==> config.mk <==
export PLATFORM = sky130hd
export DESIGN_NAME = pwm_chan_core
export DESIGN_NICKNAME = d
export VERILOG_FILES = /design/src/rtl/pwm_chan_pkg.sv /design/src/rtl/pwm_prescaler.sv /design/src/rtl/pwm_counter.sv /design/src/rtl/pwm_shadow.sv /design/src/rtl/pwm_chan_core.sv
export SDC_FILE = /design/constraint.sdc
export NUM_CORES = 1
export LEC_CHECK = 0
export ABC_CLOCK_PERIOD_IN_PS = 4900
export BUFFER_PORTS_ARGS = -buffer_cell sky130_fd_sc_hd__buf_2
export CORE_MARGIN = 5
export CORE_UTILIZATION = 55
export CTS_CLUSTER_SIZE = 24
export DETAILED_ROUTE_END_ITERATION = 16
export GPL_TIMING_DRIVEN = 0
export PLACE_DENSITY = 0.76
export SYNTH_ARGS = -nofsm -noshare
export SYNTH_HDL_FRONTEND = slang
export SYNTH_SLANG_ARGS = --single-unit
==> constraint.sdc <==
create_clock -name clk -period 4.9 [get_ports clk]
set_input_delay 0.245 -clock clk [delete_from_list [all_inputs] [get_ports clk]]
set_output_delay 0.245 -clock clk [all_outputs]
set_load 0.005 [all_outputs]
==> src/rtl/pwm_chan_pkg.sv <==
package pwm_chan_pkg;

  // Destination of a value written through the update port
  typedef enum logic {
    TGT_DUTY   = 1'b0,
    TGT_PERIOD = 1'b1
  } upd_tgt_e;

endpackage

==> src/rtl/pwm_prescaler.sv <==
module pwm_prescaler #(
  parameter int PRE_W   = 4,
  parameter int PRE_MAX = 10
) (
  input  logic             clk,
  input  logic             rst_n,
  input  logic             run_i,
  input  logic             start_i,
  input  logic [PRE_W-1:0] pre_i,
  output logic             tick_o
);
  localparam int DIV_W = (PRE_MAX < 1) ? 1 : PRE_MAX;

  logic [DIV_W-1:0] div_q;
  logic [DIV_W-1:0] div_d;
  logic [DIV_W-1:0] lim;

  // terminal count: 2^pre - 1
  always_comb begin
    lim    = ~({DIV_W{1'b1}} << pre_i);
    tick_o = run_i & (div_q == lim);
  end

  always_comb begin
    div_d = div_q;
    if (start_i || !run_i) begin
      div_d = '0;
    end else if (tick_o) begin
      div_d = '0;
    end else begin
      div_d = div_q + DIV_W'(1);
    end
  end

  always_ff @(posedge clk or negedge rst_n) begin
    if (!rst_n) begin
      div_q <= '0;
    end else begin
      div_q <= div_d;
    end
  end
endmodule

==> src/rtl/pwm_counter.sv <==
module pwm_counter #(
  parameter int CNT_W = 16
) (
  input  logic             clk,
  input  logic             rst_n,
  input  logic             run_i,
  input  logic             start_i,
  input  logic             tick_i,
  input  logic [CNT_W-1:0] prd_i,
  input  logic [CNT_W-1:0] dty_i,
  output logic [CNT_W-1:0] cnt_o,
  output logic             wrap_o,
  output logic             act_o
);
  logic [CNT_W-1:0] cnt_q;
  logic [CNT_W-1:0] cnt_d;
  logic [CNT_W:0]   nxt_ext;
  logic             last_tick;

  always_comb begin
    nxt_ext   = {1'b0, cnt_q} + (CNT_W+1)'(1);
    last_tick = (nxt_ext >= {1'b0, prd_i});
    wrap_o    = tick_i & last_tick;
    act_o     = run_i & (dty_i < prd_i) & (cnt_q >= dty_i);
    cnt_o     = cnt_q;
  end

  always_comb begin
    cnt_d = cnt_q;
    if (start_i) begin
      cnt_d = '0;
    end else if (tick_i) begin
      cnt_d = wrap_o ? '0 : nxt_ext[CNT_W-1:0];
    end
  end

  always_ff @(posedge clk or negedge rst_n) begin
    if (!rst_n) begin
      cnt_q <= '0;
    end else begin
      cnt_q <= cnt_d;
    end
  end
endmodule

==> src/rtl/pwm_shadow.sv <==
module pwm_shadow
  import pwm_chan_pkg::*;
#(
  parameter int CNT_W = 16
) (
  input  logic             clk,
  input  logic             rst_n,
  input  logic             start_i,
  input  logic             commit_i,
  input  logic             upd_wr_i,
  input  logic             upd_tgt_i,
  input  logic [CNT_W-1:0] upd_val_i,
  input  logic [CNT_W-1:0] cfg_prd_i,
  input  logic [CNT_W-1:0] cfg_dty_i,
  output logic [CNT_W-1:0] prd_o,
  output logic [CNT_W-1:0] dty_o
);
  logic [CNT_W-1:0] prd_q, prd_d;
  logic [CNT_W-1:0] dty_q, dty_d;
  logic             pv_q, pv_d;
  upd_tgt_e         pt_q, pt_d;
  logic [CNT_W-1:0] pval_q, pval_d;

  always_comb begin
    prd_d  = prd_q;
    dty_d  = dty_q;
    pv_d   = pv_q;
    pt_d   = pt_q;
    pval_d = pval_q;
    if (start_i) begin
      prd_d = (pv_q && pt_q == TGT_PERIOD) ? pval_q : cfg_prd_i;
      dty_d = (pv_q && pt_q == TGT_DUTY)   ? pval_q : cfg_dty_i;
    end else if (commit_i && pv_q) begin
      if (pt_q == TGT_PERIOD) begin
        prd_d = pval_q;
      end else begin
        dty_d = pval_q;
      end
    end
    if (start_i || commit_i) begin
      pv_d = 1'b0;
    end
    // a write on a boundary clock lands after that boundary
    if (upd_wr_i) begin
      pv_d   = 1'b1;
      pt_d   = upd_tgt_e'(upd_tgt_i);
      pval_d = upd_val_i;
    end
  end

  always_ff @(posedge clk or negedge rst_n) begin
    if (!rst_n) begin
      prd_q  <= '0;
      dty_q  <= '0;
      pv_q   <= 1'b0;
      pt_q   <= TGT_DUTY;
      pval_q <= '0;
    end else begin
      prd_q  <= prd_d;
      dty_q  <= dty_d;
      pv_q   <= pv_d;
      pt_q   <= pt_d;
      pval_q <= pval_d;
    end
  end

  assign prd_o = prd_q;
  assign dty_o = dty_q;
endmodule

==> src/rtl/pwm_chan_core.sv <==
module pwm_chan_core #(
  parameter int CNT_W   = 16,
  parameter int PRE_W   = 4,
  parameter int PRE_MAX = 10
) (
  input  logic             clk,
  input  logic             rst_n,
  input  logic             run_req_i,
  input  logic [PRE_W-1:0] pre_sel_i,
  input  logic             pol_inv_i,
  input  logic [CNT_W-1:0] cfg_prd_i,
  input  logic [CNT_W-1:0] cfg_dty_i,
  input  logic             upd_wr_i,
  input  logic             upd_tgt_i,
  input  logic [CNT_W-1:0] upd_val_i,
  output logic             pwm_o,
  output logic             per_end_o,
  output logic             running_o
);
  localparam logic [PRE_W-1:0] PRE_CAP = PRE_W'(PRE_MAX);

  logic             running_q, running_d;
  logic [PRE_W-1:0] pre_q, pre_clamped;
  logic             pol_q;
  logic             cfg_en;
  logic             start_w, commit_w;
  logic             tick_w, wrap_w, act_w;
  logic [CNT_W-1:0] prd_w, dty_w, cnt_w;

  always_comb begin
    pre_clamped = (pre_sel_i > PRE_CAP) ? PRE_CAP : pre_sel_i;
    cfg_en      = ~running_q;
    start_w     = run_req_i & ~running_q;
    commit_w    = wrap_w & run_req_i;
    running_d   = running_q;
    if (start_w) begin
      running_d = 1'b1;
    end else if (running_q && wrap_w && !run_req_i) begin
      running_d = 1'b0;
    end
  end

  always_ff @(posedge clk or negedge rst_n) begin
    if (!rst_n) begin
      running_q <= 1'b0;
      pre_q     <= '0;
      pol_q     <= 1'b0;
    end else begin
      running_q <= running_d;
      if (cfg_en) begin
        pre_q <= pre_clamped;
        pol_q <= pol_inv_i;
      end
    end
  end

  pwm_prescaler #(.PRE_W(PRE_W), .PRE_MAX(PRE_MAX)) u_pre (
    .clk     (clk),
    .rst_n   (rst_n),
    .run_i   (running_q),
    .start_i (start_w),
    .pre_i   (pre_q),
    .tick_o  (tick_w)
  );

  pwm_shadow #(.CNT_W(CNT_W)) u_shadow (
    .clk       (clk),
    .rst_n     (rst_n),
    .start_i   (start_w),
    .commit_i  (commit_w),
    .upd_wr_i  (upd_wr_i),
    .upd_tgt_i (upd_tgt_i),
    .upd_val_i (upd_val_i),
    .cfg_prd_i (cfg_prd_i),
    .cfg_dty_i (cfg_dty_i),
    .prd_o     (prd_w),
    .dty_o     (dty_w)
  );

  pwm_counter #(.CNT_W(CNT_W)) u_cnt (
    .clk     (clk),
    .rst_n   (rst_n),
    .run_i   (running_q),
    .start_i (start_w),
    .tick_i  (tick_w),
    .prd_i   (prd_w),
    .dty_i   (dty_w),
    .cnt_o   (cnt_w),
    .wrap_o  (wrap_w),
    .act_o   (act_w)
  );

  assign pwm_o     = act_w ^ pol_q;
  assign per_end_o = wrap_w;
  assign running_o = running_q;
endmodule

==> qor.csv <==
stage,metric,value,unit
clock_tree,numCtsBuffers,9,
routing,vias,4043,
final_layout,multi_input_area,2970,um^2
global_route,antenna_found_initial,0,
critical_path,arrival,4750,ps
final_layout,antenna_cells,0,
global_route,grt_max_degree,52,
sta,rsz0062_at_grt,false,
critical_path,r2r-start,u_cnt.cnt_o[6],
sta,max_slew_margin,0.383,
critical_path,worstPathMaxFanout,10,
floorplanning,start_util,0.569,
sta,fin_skew,9.95,ps
pwr,irDropWorstVdd,0.215,mV
logic_synthesis,syn_nets,612,
pwr,powerDensity,236,nW/um^2
logic_synthesis,syn_avg_cell_area,10.5,um^2
clock_tree,clock_sinks,82,
place,port_buffers,59,
routing,ant_nets,0,
pwr,p_leak,3.08,nW
logic_synthesis,yosys-top-cells-area,"dfrtp_1 39%, ha_1 12%, mux2i_1 12%, mux2_2 4.7%, inv_1 2.8%",
critical_path,reg2reg_slack,380,ps
floorplanning,die_x,108,um
routing,wl_per_cell,16.9,um
floorplanning,ios,61,
sta,post-route-period-util,0.922,
job,maxCapViolCount,0,
critical_path,cp-start-kind,flip-flop,
logic_synthesis,synth_top_flop_cell,dfrtp_1,
critical_path,crit_start,u_cnt.cnt_o[6],
pwr,power_frac_seq,0.512,
logic_synthesis,synth_area_leader_cell,dfrtp_1,
global_route,track_usage,0.225,
run_status,status,finished clean,
logic_synthesis,synth_common_cells,"82 x dfrtp_1, 61 x mux2i_1, 49 x ha_1",
global_route,grt_pass1_wl,20700,um
final_layout,final_util,0.644,
critical_path,critPathKind,reg2reg,
logic_synthesis,synth_area,5280,um^2
hold_path,hp-class,in2reg,
sta,finalSetupTns,0,ps
place,dp_hpwl,9110,um
logic_synthesis,synth_edf_count,0,
final_layout,final-seq-area,2050,um^2
sta,finalSetupViolations,0,
logic_synthesis,synth_most_common_cell,dfrtp_1,
sta,max_freq,221,MHz
pwr,p_int,0.00107,W
clock_tree,clk_pin_slew_worst_paths,80,ps
global_route,gr-total-overflow,0,
global_route,grt_pass1_vias,4241,
final_layout,final_nets,684,
critical_path,worstSetupEndpointType,flip-flop,
final_layout,fillCellCount,772,
logic_synthesis,synth.distinct_cells,60,
final_layout,drive_gt1_frac,0.200,
logic_synthesis,ys_seq_area_frac,0.389,
logic_synthesis,synth_cells,505,
floorplanning,die_h,108,um
sta,layout_min_cycle_time,4520,ps
logic_synthesis,async_flop_share,1.00,
floorplanning,num_rows,35,
logic_synthesis,synth_top_area_frac,0.389,
routing,drc,0,
critical_path,reg2reg_depth,14,
routing,via_per_inst,5.69,
clock_tree,cts_root_buffer,clkbuf_8,
routing,drt_wl_total,12000,um
pwr,combPwrFrac,0.115,
clock_tree,cts_tree,built,
pwr,netSwitchingFraction,0.242,
routing,dr.pass1.iters,4,
critical_path,critPathRequiredTime,5130,ps
sta,tightest_slew,925,ps
sta,finalHoldViolCount,0,
clock_tree,h-tree-depth,3,
pwr,clockPowerShare,0.373,
routing,drtIter0Drc,259,
critical_path,cp-endpoint,u_shadow.dty_o[13],
logic_synthesis,ys_warn_count,0,
final_layout,area_growth,13.2,%
logic_synthesis,ys_ff_latch,82,
pwr,net-switching-power,0.000342,W
critical_path,r2r-end,u_shadow.dty_o[13],
floorplanning,coreArea,9280,um^2
sta,slew_viol_final,0,
place,gp_congestion,0.962,
clock_tree,cts_buffer_depth,2,
floorplanning,dieArea,11700,um^2
clock_tree,clkLatencyLatePin,350,ps
metrics by stage:
step	setup slack (ps)	cells	total power (W)	area, um^2	hold WS, ps
after floorplan	1300	505	0.000826	5280	-50.6
after global placement	539	693	0.000885	5740	473
after detailed placement	476	694	0.000897	5770	220
after CTS	419	710	0.00142	5980	105
after global routing	138	710	0.00148	5980	103
final	382	710	0.00141	5980	116
kinds of logic after synthesis:
group / Yosys count / synth area share
compound gates: 98 / 0.137
xor+xnor: 23 / 0.0382
fa+ha+maj: 49 / 0.116
buf+inv: 61 / 0.0486
flops: 82 / 0.389
mux: 83 / 0.163
simple gates: 109 / 0.109
flip-flops by register name, summed over array words and instances (netlist names):
register / flops
u_cnt.cnt_o: 16
u_shadow.dty_o: 16
u_shadow.prd_o: 16
u_shadow.pval_q: 16
u_pre.div_q: 10
pre_q: 4
pol_q: 1
running_o: 1
u_shadow.pt_q: 1
u_shadow.pv_q: 1
worst max-delay path: stages, from the launching register on:
cell and delay (ps):
dfrtp_1 480, nand3_1 170, or4_1 530, clkbuf_1 200, nor2_1 230, xor2_1 100
ha_1 310, nand4_1 220, nor4_1 570, a211oi_1 150, o211ai_1 320, nor3b_4 470
a41oi_4 280, buf_6 250, mux2i_1 130
power groups by stage:
stage / sequential, W / clock, W / combinational [W]
after global placement: 0.000732 / 0 / 0.000152
after detailed placement: 0.000735 / 0 / 0.000162
after floorplan: 0.000730 / 0 / 0.0000960
after global routing: 0.000726 / 0.000570 / 0.000188
after CTS: 0.000721 / 0.000532 / 0.000165
final: 0.000721 / 0.000525 / 0.000162
cell type report:
cell class	count	share of cell area
Buffer	20	0.0172
Multi-Input combinational cell	362	0.497
Timing Repair Buffer	61	0.0561
Inverter	41	0.0257
Clock inverter	3	0.0109
Tap cell	129	0.0270
Clock buffer	12	0.0226
Sequential cell	82	0.343
layout by cell type (no fill, tap or decap), drive strengths merged, types with 2 or more instances in the layout:
cell type,n
a211oi,6
a21o,13
a21oi,16
a221oi,2
a22o,3
a31oi,8
a32o,4
a41oi,3
and3,5
buf,70
bufinv,2
clkbuf,22
dfrtp,82
ha,49
inv,41
mux2,22
mux2i,61
nand2,24
nand2b,6
nand3,19
nand4,8
nor2,26
nor2b,6
nor3,5
o2111ai,2
o211ai,2
o21ai,22
o21bai,2
o31ai,3
or3,3
xnor2,12
xor2,11
worst min-delay path by stage:
stage | startpoint | to | slack [ps] | cells past startpoint
floorplan | rst_n | pol_q | -50 | 0
global placement | pre_sel_i[3] | pre_q[2] | 470 | 2
detailed placement | rst_n | u_shadow.dty_o[10] | 220 | 1
CTS | pre_sel_i[3] | pre_q[2] | 100 | 2
global route | upd_val_i[6] | u_shadow.pval_q[6] | 100 | 2
finish | pre_sel_i[3] | pre_q[2] | 120 | 2
layer usage:
layer  track usage  vias up  routed length (um)  share of wire
met2         0.380      106                5730           0.48
met1         0.293     1939                5470           0.45
met3        0.0496       25                 606          0.050
met4        0.0595        0                 223          0.019
met5             0        -                   0              0
li1              -     1973                   -              -
repair_timing:
action | 4_1_cts | 5_1_grt
setup buffers | 0 | 0
hold endpoints to repair | 31 | 0
gates resized for setup | 0 | 0
hold buffers | 1 | 0
setup endpoints to repair | 0 | 0
Power figures use the tool's default switching activity.
